===== config.mk =====
export PLATFORM = sky130hd
export DESIGN_NAME = rgb_dot3_combiner
export DESIGN_NICKNAME = d
export VERILOG_FILES = /design/src/rtl/rgb_comb_pkg.sv /design/src/rtl/dot3_term.sv /design/src/rtl/dot3_unit.sv /design/src/rtl/mod_lane.sv /design/src/rtl/rgb_dot3_combiner.sv
export SDC_FILE = /design/constraint.sdc
export NUM_CORES = 2
export LEC_CHECK = 0
export BUFFER_PORTS_ARGS = -buffer_cell sky130_fd_sc_hd__buf_2
export CAP_MARGIN = 5
export CORE_AREA = 3 3 334 336
export DETAILED_ROUTE_END_ITERATION = 6
export DIE_AREA = 0 0 337 339
export GPL_ROUTABILITY_DRIVEN = 0
export HOLD_SLACK_MARGIN = 0.06
export SETUP_SLACK_MARGIN = 0.02
export SLEW_MARGIN = 20
export SYNTH_ARGS = -nofsm -noshare
export SYNTH_HDL_FRONTEND = slang
export SYNTH_SLANG_ARGS = --single-unit

===== constraint.sdc =====
create_clock -name clk -period 39.1 [get_ports clk]
set_input_delay 3.91 -clock clk [delete_from_list [all_inputs] [get_ports clk]]
set_output_delay 3.91 -clock clk [all_outputs]
set_load 0.05 [all_outputs]

===== src/rtl/rgb_comb_pkg.sv =====
// Shared code points and widths for the combiner stage.
// Assumes a 4-bit operation field; only two codes are served here.
package rgb_comb_pkg;
    localparam int OP_W  = 4;
    localparam int N_CH  = 3;

    typedef enum logic [OP_W-1:0] {
        OP_MODULATE   = 4'd1,
        OP_ADD_SIGNED = 4'd3,
        OP_LERP       = 4'd4,
        OP_SUBTRACT   = 4'd5,
        OP_DOT3       = 4'd6,
        OP_MUL_ADD    = 4'd8,
        OP_ADD_MUL    = 4'd9
    } comb_op_e;
endpackage


===== src/rtl/dot3_term.sv =====
// One channel term of the signed dot product.
// Maps both unsigned inputs to 2c-max, multiplies them, adds half of the
// divisor and divides, truncating toward zero.
// Assumes CH_W >= 2.
module dot3_term #(
    parameter int CH_W = 8
) (
    input  logic [CH_W-1:0]        a,
    input  logic [CH_W-1:0]        b,
    output logic signed [CH_W+1:0] term
);
    localparam int MAXV = (1 << CH_W) - 1;
    localparam int SW   = CH_W + 2;
    localparam int PW   = 2 * SW;
    localparam int BIAS = 1 << (CH_W - 1);
    localparam int DIV  = 1 << CH_W;

    logic signed [SW-1:0] a_s, b_s;
    logic signed [PW-1:0] prod, biased, quot;

    // Remap, multiply, bias and divide as one combinational path.
    always_comb begin
        a_s    = $signed({1'b0, a, 1'b0}) - SW'(MAXV);
        b_s    = $signed({1'b0, b, 1'b0}) - SW'(MAXV);
        prod   = PW'(a_s) * PW'(b_s);
        biased = prod + PW'(BIAS);
        quot   = biased / PW'(DIV);
        term   = SW'(quot);
    end
endmodule


===== src/rtl/dot3_unit.sv =====
// Signed dot product of two packed colours.
// Builds one term per channel, sums them with headroom and clamps the sum
// to the unsigned channel range.
module dot3_unit #(
    parameter int CH_W = 8
) (
    input  logic [rgb_comb_pkg::N_CH*CH_W-1:0] c0,
    input  logic [rgb_comb_pkg::N_CH*CH_W-1:0] c1,
    output logic [CH_W-1:0]                    scalar
);
    localparam int NCH  = rgb_comb_pkg::N_CH;
    localparam int TW   = CH_W + 2;
    localparam int SUMW = TW + 2;
    localparam int MAXV = (1 << CH_W) - 1;

    logic signed [TW-1:0]   t [NCH];
    logic signed [SUMW-1:0] sum;

    for (genvar k = 0; k < NCH; k++) begin : g_term
        dot3_term #(.CH_W(CH_W)) u_term (
            .a    (c0[k*CH_W +: CH_W]),
            .b    (c1[k*CH_W +: CH_W]),
            .term (t[k])
        );
    end

    // Add the sign-extended terms, then saturate to 0..max.
    always_comb begin
        sum = '0;
        for (int k = 0; k < NCH; k++) begin
            sum = sum + SUMW'(t[k]);
        end
        if (sum < 0)
            scalar = '0;
        else if (sum > SUMW'(MAXV))
            scalar = CH_W'(MAXV);
        else
            scalar = CH_W'(sum);
    end
endmodule


===== src/rtl/mod_lane.sv =====
// One channel of the three-way modulate: product of three channels divided
// by the channel maximum, truncated, saturated to the channel maximum.
module mod_lane #(
    parameter int CH_W = 8
) (
    input  logic [CH_W-1:0] a,
    input  logic [CH_W-1:0] b,
    input  logic [CH_W-1:0] c,
    output logic [CH_W-1:0] y
);
    localparam int PW   = 3 * CH_W;
    localparam int MAXV = (1 << CH_W) - 1;

    logic [PW-1:0] prod, quot;

    // Multiply, scale down and saturate.
    always_comb begin
        prod = PW'(a) * PW'(b) * PW'(c);
        quot = prod / PW'(MAXV);
        y    = (quot > PW'(MAXV)) ? CH_W'(MAXV) : CH_W'(quot);
    end
endmodule


===== src/rtl/rgb_dot3_combiner.sv =====
// Colour combiner stage: dot product (replicated scalar) or modulate,
// selected by the operation code, registered one cycle after in_valid.
// Unsupported codes give black with an error flag. The result holds while
// idle. Synchronous active-low reset.
module rgb_dot3_combiner #(
    parameter int CH_W = 8
) (
    input  logic                                   clk,
    input  logic                                   rst_n,
    input  logic                                   in_valid,
    input  logic [rgb_comb_pkg::OP_W-1:0]          op,
    input  logic [rgb_comb_pkg::N_CH*CH_W-1:0]     src0,
    input  logic [rgb_comb_pkg::N_CH*CH_W-1:0]     src1,
    input  logic [rgb_comb_pkg::N_CH*CH_W-1:0]     src2,
    output logic                                   out_valid,
    output logic [rgb_comb_pkg::N_CH*CH_W-1:0]     out_rgb,
    output logic                                   out_err
);
    import rgb_comb_pkg::*;

    localparam int PIX_W = N_CH * CH_W;

    logic [CH_W-1:0]  dot_scalar;
    logic [PIX_W-1:0] mod_pix;
    logic [PIX_W-1:0] nxt_pix;
    logic             nxt_err;

    dot3_unit #(.CH_W(CH_W)) u_dot (
        .c0     (src0),
        .c1     (src1),
        .scalar (dot_scalar)
    );

    for (genvar k = 0; k < N_CH; k++) begin : g_mod
        mod_lane #(.CH_W(CH_W)) u_lane (
            .a (src0[k*CH_W +: CH_W]),
            .b (src1[k*CH_W +: CH_W]),
            .c (src2[k*CH_W +: CH_W]),
            .y (mod_pix[k*CH_W +: CH_W])
        );
    end

    // Select the result for the current code.
    always_comb begin
        nxt_pix = '0;
        nxt_err = 1'b0;
        case (op)
            OP_DOT3:     nxt_pix = {N_CH{dot_scalar}};
            OP_MODULATE: nxt_pix = mod_pix;
            default:     nxt_err = 1'b1;
        endcase
    end

    // Output register: capture on in_valid, hold the pixel while idle.
    always_ff @(posedge clk) begin
        if (!rst_n) begin
            out_valid <= 1'b0;
            out_err   <= 1'b0;
            out_rgb   <= '0;
        end else begin
            out_valid <= in_valid;
            out_err   <= in_valid & nxt_err;
            if (in_valid)
                out_rgb <= nxt_pix;
        end
    end
endmodule


==> results.txt <==
- 105 I/O pins were placed.
- Port buffering added 104 buffers.
* Final Hold Violating Endpoints: 0
- In this design, the stage delay of the slowest critical-path cell is 0.66 ns.
* Worst clock skew on the final layout: 0 ns
* Die Footprint: 0.114 sq mm
- Across all layers, the routed design uses 38.4k vias.
- Antenna-violating nets left: 0
- The mapped netlist covers 0.0434 sq mm.
* Design Area, Final: approximately 0.045 sq mm
- In this run the number of H-tree levels came out at 1.
- In the routed layout, each cell is associated on average with a via count of 5.67.
- After clock tree synthesis, the repair step resized 0 gates.
- The placed instances occupy a cell area of 0.0452 sq mm.
- Hold Path End: out_rgb[7]
* Share of synthesized cell area in and, or, nand and nor gates: 0.232
- The endpoint identified for the worst register-to-register timing path is out_rgb[16].
- Adding up every negative setup slack in the final design gives 0 ns.
- After the first detailed-routing iteration, the DRC count stood at 2440.
* Final Setup Violations: 0
- STA classifies the critical path startpoint as an input port.
* Area of all sequential standard cells: 520 sq um
- The worst register-to-register path begins at out_rgb[16].
- For this run the aggregate overflow at the end of global routing stands at 0.
- Fillers: roughly 11k
- Vias in the first global route: around 38k
* Worst relative slew slack: 0.297
- After synthesis, the largest family of logic cells by area is adder cells.
- The average instance in the mapped netlist occupies 8.09 sq um.
- Clock transition at the registers of the reported paths: 0.08 ns
* Number of buffers inserted during clock tree synthesis: 3
* Post-Synthesis Net Count: 6469
- The die is 337 um wide.
- Multiplexer share of the synthesized area: 0.0120
* Count of flip-flops with a built-in enable after synthesis: 0
* Estimated wirelength of the detail-placed design: 97300 um
- Of all nets on the critical path, the largest fanout is 18.
- The library cell used most frequently in the layout, excluding fill and tap cells, is sky130_fd_sc_hd__inv_1.
- Clock period minus worst slack: 25.50 ns
- The floorplan has about 120 rows.
* CTS tree: yes
- Of the total synthesized cell area, the portion taken by full adders, half adders and majority gates is 0.403.
- From bottom edge to top edge, the die measures 339 um.
* Number of cell instances on the worst register-to-register path: 4
* Most frequent cell on the critical path: sky130_fd_sc_hd__fa_1
- Relative to the synthesized area, the layout overhead comes to 4.22%.
- Share of synthesized area occupied by flip-flops and latches: 0.0120
- Buffers inserted during post-CTS setup optimization: 0
- Highest clock frequency the design can meet: 0.0392 GHz
- Unique cell type count in the Yosys netlist: approximately 150
* Global-route wire length before repair: 192000 um
* Reg-to-reg setup timing slack: 38.01 ns
* Area of the core: about 0.11 sq mm
- Number of optimization iterations in the first detailed-route pass: 6
- Area of the multi-input gates: 0.0393 sq mm
- Latest clock arrival within the worst-skew pair: 0.29 ns
- Of the cells placed in the final design, the portion with a size suffix greater than 1 is 0.0651.
- Required time of the worst setup path: between 30 and 40 ns
* Commonest non-fill, non-tap cells in the layout: 784 x sky130_fd_sc_hd__inv_1, 626 x sky130_fd_sc_hd__fa_1, 435 x sky130_fd_sc_hd__nand2_1, 397 x sky130_fd_sc_hd__and2_1, 394 x sky130_fd_sc_hd__ha_1
- Synth warnings: 0
- Counting flops and latches in the post-synthesis netlist gives 26.
- In the finished design, the share of the clock period the worst path needs comes to 0.652.
- Result of the run: completed
- Share of the synthesized area in compound gates (AO/OA/AOI/OAI): 0.205
- At the end of the flow the core is filled with cells to 0.416.
- Slew @ Worst Pin: between 1 and 1.5 ns
- After detailed routing, the number of remaining DRC violations is 0.
- CTS Hold Bufs: 0
- Initial Utilization: 0.399
- Cell at the root of the clock tree: sky130_fd_sc_hd__clkbuf_16
- Entering global routing, the biggest net connects 34 pins.
- Total wirelength of the detailed-routed design: ~110000 um
- Total global routing track utilization: 0.198
- Gate Count Post-Synth: 5370
- Buffers from clock root to sink, at most: 2
- Proportion of synthesized flip-flops having asynchronous set or reset: 0
* Kind of path behind the tightest hold check: register to register
* Final Net Count: approximately 6.4k
* Sink Count: 26
- Endpoint arrival time on the critical path: 25.65 ns
- The final-report max-slew violation count was 0.
* Maximum Capacitance Violations: 0
- Parity-gate share of the synthesized area counting xor and xnor cells: 0.0532
- Counting instances, the worst hold path has a depth of 1.
- Type of the worst setup path: input port to register
- The number of antenna violations at the first check in global routing came to 8.
- Most used flip-flop cell after synthesis: sky130_fd_sc_hd__dfxtp_1
- Setup repair after global routing missed its margin: no
* Critical-path top delay cell: sky130_fd_sc_hd__or3_1
- After detailed routing, the average wire length per cell comes to around 17 um.
- Crit end category: register
- In this run the most critical hold path is launched from out_rgb[7].
* Final Hold Slack: 0.533 ns
## worst max-delay path: cells and delay by family
| kind | cells | cell delay, ns |
|---|---|---|
| multiplexers | 1 | 0.43 |
| adder cells (fa/ha/maj) | 11 | 4.75 |
| buffers and inverters | 7 | 0.59 |
| XOR/XNOR | 5 | 1.06 |
| AO/OA/AOI/OAI | 27 | 7.79 |
| AND/OR/NAND/NOR | 25 | 7.10 |
## cells in the mapped netlist (15+ instances only)
cell,instances,share of area
sky130_fd_sc_hd__nand3_1,111,0.013
sky130_fd_sc_hd__buf_2,34,0.0039
sky130_fd_sc_hd__xor2_1,75,0.015
sky130_fd_sc_hd__nor3_1,135,0.016
sky130_fd_sc_hd__o21a_1,63,0.011
sky130_fd_sc_hd__clkbuf_1,79,0.0068
sky130_fd_sc_hd__a31oi_1,51,0.0073
sky130_fd_sc_hd__o211a_1,20,0.0046
sky130_fd_sc_hd__a211oi_1,53,0.0092
sky130_fd_sc_hd__xnor2_1,180,0.036
sky130_fd_sc_hd__mux2i_1,33,0.0076
sky130_fd_sc_hd__inv_1,784,0.068
sky130_fd_sc_hd__a211o_1,23,0.0046
sky130_fd_sc_hd__o211ai_1,50,0.0086
sky130_fd_sc_hd__nor4_1,38,0.0055
sky130_fd_sc_hd__or3_1,55,0.0079
sky130_fd_sc_hd__and2_1,397,0.057
sky130_fd_sc_hd__o21bai_1,54,0.0093
sky130_fd_sc_hd__o2111ai_1,19,0.0038
sky130_fd_sc_hd__nand2b_1,23,0.0033
sky130_fd_sc_hd__nor2b_1,43,0.0062
sky130_fd_sc_hd__nand4_1,55,0.0079
sky130_fd_sc_hd__a21o_1,67,0.012
sky130_fd_sc_hd__and4_1,25,0.0050
sky130_fd_sc_hd__dfxtp_1,26,0.012
sky130_fd_sc_hd__a21boi_0,15,0.0026
sky130_fd_sc_hd__a21oi_1,233,0.027
sky130_fd_sc_hd__o22ai_1,16,0.0023
sky130_fd_sc_hd__nor2_1,318,0.027
sky130_fd_sc_hd__a31o_2,19,0.0038
sky130_fd_sc_hd__o221a_2,15,0.0039
sky130_fd_sc_hd__o31ai_1,31,0.0054
sky130_fd_sc_hd__and3_1,74,0.011
sky130_fd_sc_hd__o21ai_0,147,0.017
sky130_fd_sc_hd__ha_1,394,0.11
sky130_fd_sc_hd__o21ai_1,43,0.0050
sky130_fd_sc_hd__or2_2,48,0.0069
sky130_fd_sc_hd__nand2_1,435,0.038
sky130_fd_sc_hd__fa_1,626,0.29
## sequential cells by signal, indices dropped and copies added, names as in the netlist
| signal | cells |
|---|---|
| out_rgb | 24 |
| out_err | 1 |
| out_valid | 1 |
## through the flow
step / cells / setup WS (ns)
5_1_grt: 6762 / 12.00
6_report: 6765 / 13.60
3_3_place_gp: 6758 / 13.36
3_5_place_dp: 6758 / 13.29
2_1_floorplan: 5370 / 16.93
4_1_cts: 6762 / 13.55
## per-layer routing
| layer | vias up | global-route usage | routed length [um] |
|---|---|---|---|
| met1 | 18800 | 0.290 | 54800 |
| met5 | - | 0 | 0 |
| met2 | 936 | 0.320 | 51900 |
| met4 | 0 | 0.0254 | 1670 |
| met3 | 116 | 0.0226 | 5670 |
| li1 | 18500 | - | - |
## worst max path at each step
stage	start	slack (ns)	endpoint	cells after the start
3_5_place_dp	src0[1]	13.29	out_rgb[0]	74
6_report	src1[3]	13.60	out_rgb[0]	76
5_1_grt	src0[2]	12.00	out_rgb[0]	76
2_1_floorplan	src1[3]	16.93	out_rgb[0]	80
4_1_cts	src0[1]	13.55	out_rgb[0]	74
3_3_place_gp	src0[1]	13.36	out_rgb[0]	74
## final cells by class
cell class,instances,share of cell area
antenna,3,0.000166
clock buffer,3,0.00166
clock inverter,1,0.000663
inverter,785,0.0651
multi-input combinational,4420,0.869
sequential,26,0.0115
tap,1414,0.0391
timing repair buffer,113,0.0130
## logic make-up (layout without fill, tap and decap cells)
kind of cell	after synthesis	after routing
xor gates and xnor gates	259	259
DFF	26	26
muxes	48	48
adders and majority gates	1024	1024
and+or+nand+nor	1884	1884
buffers and inverters	924	902
other	0	3
AOI/OAI and AO/OA	1205	1205
Power is not shown: default switching activity piles up to over one toggle a cycle in this logic, so the estimate is an artifact.
